--- src/rtl/aliased_regfile.sv ---
module aliased_regfile #(
  parameter int NREGS = 4,
  parameter int DW    = 32
) (
  input  logic                     clk,
  input  logic                     rst,
  input  logic                     we,
  input  logic [$clog2(NREGS)-1:0] wsel,
  input  logic [1:0]               wwidth,
  input  logic                     whi,
  input  logic [DW-1:0]            wdata,
  input  logic [$clog2(NREGS)-1:0] rsel_a,
  input  logic [1:0]               rwidth_a,
  input  logic                     rhi_a,
  output logic [DW-1:0]            rdata_a,
  input  logic [$clog2(NREGS)-1:0] rsel_b,
  input  logic [1:0]               rwidth_b,
  input  logic                     rhi_b,
  output logic [DW-1:0]            rdata_b
);
  localparam int IW = $clog2(NREGS);
  localparam logic [1:0] W_BYTE = 2'b00;
  localparam logic [1:0] W_HALF = 2'b01;
  localparam logic [1:0] W_FULL = 2'b10;

  logic [NREGS-1:0][DW-1:0] regs;

  function automatic logic [DW-1:0] merge(input logic [DW-1:0] old,
                                          input logic [1:0] w, input logic h,
                                          input logic [DW-1:0] d);
    logic [DW-1:0] n;
    n = old;
    case (w)
      W_BYTE: if (h) n[15:8] = d[7:0]; else n[7:0] = d[7:0];
      W_HALF: n[15:0] = d[15:0];
      W_FULL: n = d;
      default: ;
    endcase
    return n;
  endfunction

  function automatic logic [DW-1:0] view(input logic [DW-1:0] v,
                                         input logic [1:0] w, input logic h);
    case (w)
      W_BYTE:  return h ? {{(DW-8){1'b0}}, v[15:8]} : {{(DW-8){1'b0}}, v[7:0]};
      W_HALF:  return {{(DW-16){1'b0}}, v[15:0]};
      W_FULL:  return v;
      default: return '0;
    endcase
  endfunction

  always_ff @(posedge clk) begin
    for (int i = 0; i < NREGS; i++) begin
      if (rst)
        regs[i] <= '0;
      else if (we && wsel == IW'(i))
        regs[i] <= merge(regs[i], wwidth, whi, wdata);
    end
  end

  assign rdata_a = view(regs[rsel_a], rwidth_a, rhi_a);
  assign rdata_b = view(regs[rsel_b], rwidth_b, rhi_b);
endmodule

--- config.mk ---
export PLATFORM = sky130hd
export DESIGN_NAME = aliased_regfile
export DESIGN_NICKNAME = d
export VERILOG_FILES = /design/src/rtl/aliased_regfile.sv
export SDC_FILE = /design/constraint.sdc
export NUM_CORES = 1
export LEC_CHECK = 0
export ABC_AREA = 1
export BUFFER_PORTS_ARGS = -buffer_cell sky130_fd_sc_hd__buf_4
export CORE_ASPECT_RATIO = 0.6
export CORE_UTILIZATION = 40
export DETAILED_ROUTE_END_ITERATION = 10
export GPL_TIMING_DRIVEN = 0
export SETUP_SLACK_MARGIN = 0.5
export SLEW_MARGIN = 20
export SYNTH_ARGS = -nofsm -noshare
export SYNTH_HDL_FRONTEND = slang
export SYNTH_SLANG_ARGS = --single-unit
export TNS_END_PERCENT = 20
--- constraint.sdc ---
create_clock -name clk -period 3.1 [get_ports clk]
set_clock_uncertainty 0.15 [all_clocks]
set_input_delay 0.93 -clock clk [delete_from_list [all_inputs] [get_ports clk]]
set_output_delay 0.93 -clock clk [all_outputs]
set_load 0.05 [all_outputs]
==> impl_metrics.py, run 1 <==
metrics = {
    "critical_path": {
        "crit_type": "input port to output pin",
        "worstReg2RegStart": "regs[44]$_SDFFE_PP0P_",
        "cp-end-kind": "output pin",
        "critPathRequiredTime_ns": 2.02,
        "crit_arrival_ns": 1.91,
        "critPathMaxFanout": 10,
        "startpoint": "rsel_b[0]",
        "slowest_stage": "a21oi_4",
        "crit_chain": "buf_12, inv_8, buf_12, buf_6, nand2_1, nand3_2, a21oi_4, buf_6",
        "slowest_delay_ns": 0.19,
        "cp-start-kind": "input port",
    },
    "cells_and_area": {
        "largest_register": "regs",
        "antenna_cells": 0,
        "final_cell_mix": "nand2_1 (430), nor2_1 (226), inv_1 (140)",
        "final_net_count": 1603,
        "layout_commonest_cell": "nand2_1",
        "stdcell_area_mm2": 0.0119,
        "area_delta_synth_final_pct": 51.9,
        "top_regs": "regs (128)",
        "final_layout_size_suffix_gt1_frac": 0.276,
        "largest_register_ffs": 128,
    },
    "timing": {
        "tns_ns": 0,
        "hold_ws_ns": 0.312,
        "setup_slack_ns": 0.110,
        "max_freq_ghz": 0.334,
        "hold_violations": 0,
        "slew_headroom": 0.334,
        "final.period_utilization": 0.965,
        "period_needed_ns": 2.99,
        "tightest_slew_ns": 0.999,
        "rsz0062_at_grt": "yes",
        "finalSetupViolations": 0,
        "slew_viol_final": 0,
    },
    "floorplanning": {
        "die_w_um": 183,
        "ioPinCount": 114,
        "die_height_um": 111,
        "fp-row-count": 39,
        "die_area_mm2": 0.0202,
        "core_mm2": 0.0191,
        "start_util": 0.410,
    },
    "clock_network": {
        "cts_root_buffer": "clkbuf_16",
        "cts_hold_buf": 0,
        "clk_pin_slew_worst_paths_ns": 0.06,
        "htreeDepth": 4,
        "numCtsBuffers": 17,
        "cts_tree": "built",
        "cts_sinks": 128,
        "clockBufferDepth": 2,
        "clk_latency_ns": 0.43,
    },
    "route": {
        "drc": 0,
        "vias": 9695,
        "routed_wl_um": 35900,
        "via_per_inst": 5.30,
        "drt_iter0_markers": 1287,
        "firstDrtPassIters": 5,
        "antenna_left": 0,
        "routedWlPerCell_um": 19.6,
    },
    "yosys": {
        "synth_area_mm2": 0.00785,
        "synth.net_count": 1456,
        "yosys_warnings": 0,
        "synth_edf_count": 0,
        "yosys_register_bits": 128,
        "async_flop_share": 0,
        "syn_inst": 1404,
        "synth-main-ff-cell": "dfxtp_1",
        "ys_types": 15,
        "synth.avg_cell_area_um2": 5.59,
        "yosysSeqAreaShare": 0.326,
    },
    "placement": {
        "dp_hpwl_um": 26100,
        "place.gp.congestion": 0.947,
        "post_dp_cell_area_mm2": 0.00980,
        "pre_cts_ws_ns": -0.380,
        "port_buffers": 107,
    },
    "min_path": {
        "hp-class": "flip-flop to flip-flop",
        "min_from": "regs[60]$_SDFFE_PP0P_",
    },
    "global_route": {
        "grt_pass1_wl_um": 54100,
        "antenna_found_initial": 0,
        "grt_pass1_vias": 8751,
        "overflow": 0,
        "groute.usage.overall": 0.361,
        "grt_max_degree": 17,
    },
    "pwr": {
        "cellLeakagePower_nw": 5.47,
        "p_seq_frac": 0.345,
        "power_density_mw_per_mm2": 427,
        "combPwrFrac": 0.264,
        "ir_drop_uv": 412,
        "power.internal_w": 0.00332,
        "pwr-share-clk": 0.390,
        "switchingPower_w": 0.00178,
        "swShare": 0.349,
    },
    "job": {
        "max_cap_viol_count": 0,
    },
    "run_status": {
        "status": "complete, no violations",
    },
}
-- critical path, delay by kind of cell --
kind	cells	cell delay, ns
AOI/OAI and AO/OA	1	0.19
buffers and inverters	5	0.60
and+or+nand+nor	2	0.19
-- cell families after synthesis --
logic type / after synthesis / synth area share
buffers and inverters: 233 / 0.115
AOI/OAI and AO/OA: 82 / 0.0625
DFF: 128 / 0.326
and+or+nand+nor: 959 / 0.493
adders and majority gates: 2 / 0.00319
-- cell type report --
cell class	count	area, um2
Sequential cell	128	2560
Tap cell	266	333
Buffer	84	885
Timing Repair Buffer	128	1410
Clock inverter	13	129
Multi-Input combinational cell	1043	5570
Fill cell	1875	7210
Clock buffer	19	443
Inverter	149	589
-- power groups by stage --
stage | combinational [W] | clock (W) | sequential (W)
after global routing | 0.00143 | 0.00207 | 0.00176
after detailed placement | 0.00108 | 0 | 0.00179
final | 0.00135 | 0.00199 | 0.00176
after global placement | 0.00107 | 0 | 0.00179
after CTS | 0.00129 | 0.00199 | 0.00175
after floorplan | 0.000753 | 0 | 0.00176
-- cell usage after synthesis, types with 10 or more instances --
library cell	instances	share of area
dfxtp_1	128	0.33
buf_1	14	0.0067
a21oi_1	48	0.031
o211ai_1	32	0.031
clkbuf_1	50	0.024
nor2_2	10	0.0080
inv_1	148	0.071
nor2_1	244	0.12
buf_2	20	0.013
nand3_1	196	0.12
nand2_1	508	0.24
-- final timing paths --
path,endpoint,slack (ns),cells after the start
worst max register to register,regs[44]$_SDFFE_PP0P_,2.16,2
worst max-delay path,rdata_b[23],0.11,8
worst min-delay path,regs[60]$_SDFFE_PP0P_,0.31,2
worst min register to register,regs[60]$_SDFFE_PP0P_,0.31,2
-- timing repair --
action / 4_1_cts / 5_1_grt
setup endpoints to repair: 64 / 64
pin swaps: 71 / 16
hold endpoints to repair: 0 / 0
cloned: 10 / 0
setup buffers: 11 / 0
gates resized for setup: 271 / 41
-- per-layer routing --
metal  global-route usage  part of all wire  up-vias
met1                0.590              0.50     4501
met4               0.0583            0.0074        0
met5                    0                 0        -
met3                0.122              0.14       26
met2                0.437              0.35      533
li1                     -                 -     4635
-- per-stage QoR --
step                 util  instances  power, W
floorplan               -       1404   0.00251
global placement    0.512       1777   0.00286
detailed placement  0.512       1777   0.00287
CTS                 0.616       1830   0.00504
global route        0.623       1830   0.00526
finish              0.623       1830   0.00510
Power figures use the tool's default switching activity.
==> inputs of run 2 (changes only) <==
==> constraint.sdc (replaced) <==
create_clock -name clk -period 2.68 [get_ports clk]
set_clock_uncertainty 0.15 [all_clocks]
set_input_delay 0.804 -clock clk [delete_from_list [all_inputs] [get_ports clk]]
set_output_delay 0.804 -clock clk [all_outputs]
set_load 0.05 [all_outputs]
==> impl_metrics.py, run 2 (synthesis results as in run 1) <==
metrics = {
    "run_status": {
        "status": "complete, but fails checks",
        "violations": "setup timing",
    },
    "route": {
        "firstDrtPassIters": 8,
        "wl_met2_um": 13300,
        "routed.top_layer": "met4",
        "routed_wl_um": 37000,
        "wl_met1_um": 17800,
        "via_per_inst": 5.35,
        "drc": 0,
        "vias": 9777,
        "antenna_left": 0,
        "routedWlPerCell_um": 20.2,
        "dr_wl_met3_um": 5620,
        "drt_iter0_markers": 1123,
    },
    "clock_network": {
        "cts_sinks": 128,
        "clk_latency_ns": 0.43,
        "clk_pin_slew_worst_paths_ns": 0.06,
        "numCtsBuffers": 17,
        "cts_root_buffer": "clkbuf_16",
        "cts_tree": "built",
        "clockBufferDepth": 2,
        "htreeDepth": 4,
        "cts_hold_buf": 0,
    },
    "min_path": {
        "hp-class": "flip-flop to flip-flop",
        "whs_path_depth": 2,
    },
    "pwr": {
        "p_seq_frac": 0.337,
        "power_density_mw_per_mm2": 486,
        "ir_drop_uv": 518,
        "power.internal_w": 0.00396,
        "power.total_w": 0.00604,
        "pwr-share-clk": 0.387,
        "cellLeakagePower_nw": 5.60,
        "combPwrFrac": 0.276,
        "switchingPower_w": 0.00208,
        "swShare": 0.344,
    },
    "cells_and_area": {
        "largest_register_ffs": 128,
        "nFillCells": 1764,
        "area_delta_synth_final_pct": 58.3,
        "layout_commonest_cell": "nand2_1",
        "top_regs": "regs (128)",
        "antenna_cells": 0,
        "final_layout_size_suffix_gt1_frac": 0.310,
        "final_net_count": 1602,
        "fin_util": 0.650,
        "ff_latch_area_mm2": 0.00256,
        "stdcell_area_mm2": 0.0124,
        "largest_register": "regs",
        "final_cell_mix": "nand2_1 (396), nor2_1 (226), inv_1 (140)",
        "multiInputGateArea_mm2": 0.00595,
    },
    "timing": {
        "max_freq_ghz": 0.370,
        "finalSetupViolations": 8,
        "period_needed_ns": 2.70,
        "rsz0062_at_grt": "yes",
        "hold_violations": 0,
        "slew_headroom": 0.344,
        "tns_ns": -0.0930,
        "setup_slack_ns": -0.0211,
        "tightest_slew_ns": 0.985,
        "slew_viol_final": 0,
        "final.period_utilization": 1.01,
    },
    "placement": {
        "pre_cts_ws_ns": -0.543,
        "port_buffers": 107,
        "post_dp_cell_area_mm2": 0.00984,
        "dp_hpwl_um": 26300,
        "place.gp.congestion": 0.963,
    },
    "floorplanning": {
        "fp-row-count": 39,
        "start_util": 0.410,
        "die_height_um": 111,
        "core_mm2": 0.0191,
        "die_area_mm2": 0.0202,
        "die_w_um": 183,
        "ioPinCount": 114,
    },
    "critical_path": {
        "slowest_delay_ns": 0.18,
        "crit_buf_inv": 4,
        "cp-end-kind": "output pin",
        "slowest_stage": "clkbuf_16",
        "cp_top_family": "buffers and inverters",
        "crit_chain": "clkbuf_8, inv_6, clkbuf_16, nand3_1, nand3_2, nand2_2, buf_8",
        "cp-start-kind": "input port",
        "ff2ff_path_depth": 4,
        "critPathRequiredTime_ns": 1.73,
        "crit_arrival_ns": 1.75,
        "crit_type": "input port to output pin",
        "critPathMaxFanout": 10,
        "cp_num_cells": 7,
    },
    "global_route": {
        "grt_pass1_vias": 8857,
        "grt_max_degree": 17,
        "overflow": 0,
        "antenna_found_initial": 0,
        "groute.usage.overall": 0.366,
        "grt_pass1_wl_um": 54500,
    },
    "job": {
        "max_cap_viol_count": 0,
    },
}
run 2: cell count changes in the layout (fill, tap and decap cells not counted), sizes merged:
cell      delta
clkinvlp     -2
bufinv       +1
clkbuf       -1
clkinv       -1
inv          +1
run 2: through the flow:
stage | hold WS (ns) | instances
finish | 0.313 | 1828
detailed placement | 0.304 | 1777
CTS | 0.313 | 1827
global route | 0.331 | 1828
global placement | 0.300 | 1777
floorplan | 0.290 | 1404
run 2: worst min-delay path, stage by stage, from the launching register on:
cell	delay, ns
dfxtp_1	0.31
nand2_1	0.06
a21oi_1	0.05
run 2: routing by layer:
metal	GRT usage	vias to the layer above
li1	-	4637
met1	0.595	4503
met2	0.442	607
met3	0.128	30
met4	0.0667	0
met5	0	-
run 2: timing repair:
action                     4_1_cts  5_1_grt
gates resized for setup        342       70
setup endpoints to repair       77      155
pin swaps                       81       58
setup buffers                    9        0
hold endpoints to repair         0        0
cloned                          10        1
run 2: power groups by stage:
stage               Combinational, W  Clock [W]  Sequential [W]
floorplan                   0.000876          0         0.00203
global placement             0.00125          0         0.00207
detailed placement           0.00126          0         0.00207
CTS                          0.00157    0.00235         0.00203
global route                 0.00176    0.00242         0.00204
finish                       0.00166    0.00234         0.00203
run 2: final timing paths:
kind / from / endpoint / slack, ns
hold / removal: regs[54]$_SDFFE_PP0P_ / regs[54]$_SDFFE_PP0P_ / 0.31
setup reg to reg: regs[20]$_SDFFE_PP0P_ / regs[20]$_SDFFE_PP0P_ / 1.73
setup / recovery: rsel_b[1] / rdata_b[3] / -0.02
hold reg to reg: regs[54]$_SDFFE_PP0P_ / regs[54]$_SDFFE_PP0P_ / 0.31
run 2: layout make-up:
type | instances | area share
multi-input combinational | 1043 | 0.479
sequential | 128 | 0.206
timing repair buffer | 127 | 0.119
buffer | 84 | 0.0735
inverter | 149 | 0.0484
clock buffer | 19 | 0.0348
tap | 266 | 0.0268
clock inverter | 12 | 0.0123
==> inputs of run 3 (changes only) <==
==> constraint.sdc (replaced) <==
create_clock -name clk -period 2.8 [get_ports clk]
set_clock_uncertainty 0.15 [all_clocks]
set_input_delay 0.84 -clock clk [delete_from_list [all_inputs] [get_ports clk]]
set_output_delay 0.84 -clock clk [all_outputs]
set_load 0.05 [all_outputs]
==> impl_metrics.py, run 3 (synthesis results as in run 1) <==
metrics = {
    "run_status": {
        "status": "complete, but fails checks",
        "violations": "setup timing",
    },
    "floorplanning": {
        "ioPinCount": 114,
        "die_w_um": 183,
        "fp-row-count": 39,
        "core_mm2": 0.0191,
        "die_height_um": 111,
        "die_area_mm2": 0.0202,
        "start_util": 0.410,
    },
    "placement": {
        "port_buffers": 107,
        "dp_hpwl_um": 26100,
        "post_dp_cell_area_mm2": 0.00980,
        "place_inst": 1777,
        "place.gp.congestion": 0.947,
    },
    "clock_network": {
        "cts_tree": "built",
        "clockBufferDepth": 2,
        "clk_pin_slew_worst_paths_ns": 0.06,
        "cts_hold_buf": 0,
        "htreeDepth": 4,
        "clk_latency_ns": 0.43,
        "cts_root_buffer": "clkbuf_16",
        "numCtsBuffers": 17,
        "cts_sinks": 128,
    },
    "cells_and_area": {
        "antenna_cells": 0,
        "largest_register_ffs": 128,
        "fin_util": 0.633,
        "largest_register": "regs",
        "fin_cells": 1830,
        "stdcell_area_mm2": 0.0121,
        "layout_commonest_cell": "nand2_1",
        "final_net_count": 1603,
        "final_cell_mix": "nand2_1 (421), nor2_1 (226), inv_1 (140)",
        "final_layout_size_suffix_gt1_frac": 0.293,
        "area_delta_synth_final_pct": 54.4,
        "top_regs": "regs (128)",
    },
    "global_route": {
        "antenna_found_initial": 0,
        "overflow": 0,
        "grt_max_degree": 17,
        "groute.usage.overall": 0.361,
        "grt_pass1_vias": 8751,
        "grt_pass1_wl_um": 54100,
    },
    "critical_path": {
        "critPathRequiredTime_ns": 1.81,
        "r2r_setup_slack_ns": 1.86,
        "cp-end-kind": "output pin",
        "cp-start-kind": "input port",
        "crit_type": "input port to output pin",
        "critPathMaxFanout": 5,
        "crit_arrival_ns": 1.81,
    },
    "timing": {
        "setup_slack_ns": -0.00341,
        "hold_ws_ns": 0.310,
        "final.period_utilization": 1.00,
        "slew_headroom": 0.465,
        "hold_violations": 0,
        "finalSetupViolations": 3,
        "max_freq_ghz": 0.357,
        "rsz0062_at_grt": "yes",
        "period_needed_ns": 2.80,
        "tightest_slew_ns": 0.802,
        "slew_viol_final": 0,
    },
    "pwr": {
        "ir_drop_uv": 456,
        "power.total_w": 0.00568,
        "cellLeakagePower_nw": 5.54,
        "power_density_mw_per_mm2": 469,
    },
    "route": {
        "drc": 0,
        "via_per_inst": 5.33,
        "firstDrtPassIters": 8,
        "routedWlPerCell_um": 19.7,
        "routed_wl_um": 36000,
        "drt_iter0_markers": 1210,
        "vias": 9757,
        "antenna_left": 0,
    },
    "job": {
        "max_cap_viol_count": 0,
    },
    "min_path": {
        "hp-class": "flip-flop to flip-flop",
    },
}
-- run 3: changes by cell type in the layout (fill, tap and decap cells not counted), sizes merged --
| cell | delta |
|---|---|
| buf | -2 |
| bufinv | -1 |
| clkbuf | +3 |
| clkinv | +1 |
| clkinvlp | +2 |
| inv | -1 |
-- run 3: cell type report --
| class | instances | area (um2) |
|---|---|---|
| Inverter | 149 | 589 |
| Fill cell | 1845 | 7010 |
| Buffer | 84 | 913 |
| Clock buffer | 19 | 443 |
| Timing Repair Buffer | 128 | 1460 |
| Tap cell | 266 | 333 |
| Clock inverter | 13 | 129 |
| Multi-Input combinational cell | 1043 | 5690 |
| Sequential cell | 128 | 2560 |
-- run 3: layer usage --
| metal | up-vias | part of all wire | wire (um) | track usage |
|---|---|---|---|---|
| met2 | 582 | 0.36 | 12800 | 0.437 |
| met5 | - | 0 | 0 | 0 |
| met1 | 4518 | 0.49 | 17600 | 0.590 |
| li1 | 4634 | - | - | - |
| met4 | 0 | 0.0071 | 257 | 0.0583 |
| met3 | 23 | 0.15 | 5330 | 0.122 |
-- run 3: repair_timing --
item                       CTS  global route
pin swaps                   71            32
buffers inserted            11             0
hold endpoints to repair     0             0
setup endpoints to repair   65           131
cloned                      10             0
gates resized for setup    271           104
-- run 3: path summary, 6_finish.rpt --
check,end,depth (start not counted),from
worst max register to register,regs[34]$_SDFFE_PP0P_,2,regs[34]$_SDFFE_PP0P_
worst max-delay path,rdata_a[5],8,rwidth_a[1]
worst min-delay path,regs[60]$_SDFFE_PP0P_,2,regs[60]$_SDFFE_PP0P_
worst min register to register,regs[60]$_SDFFE_PP0P_,2,regs[60]$_SDFFE_PP0P_
-- run 3: critical path: stages --
cell and delay (ns):
buf_6 0.11, inv_4 0.07, nand2_8 0.08, nor2_4 0.17
buf_12 0.15, nand3_1 0.13, nand2_4 0.11, buf_8 0.14
-- run 3: metrics by stage --
stage,worst slack [ns],setup TNS [ns]
CTS,0.0156,0
floorplan,0.0797,0
global placement,-0.479,-14.40
global route,-0.0260,-0.190
finish,-0.00341,-0.00636
detailed placement,-0.500,-14.67
-- run 3: where the power goes --
part / internal, W / switching [W]
combinational: 0.000551 / 0.000977
sequential: 0.00188 / 0.0000673
clock: 0.00126 / 0.000944
total: 0.00369 / 0.00199
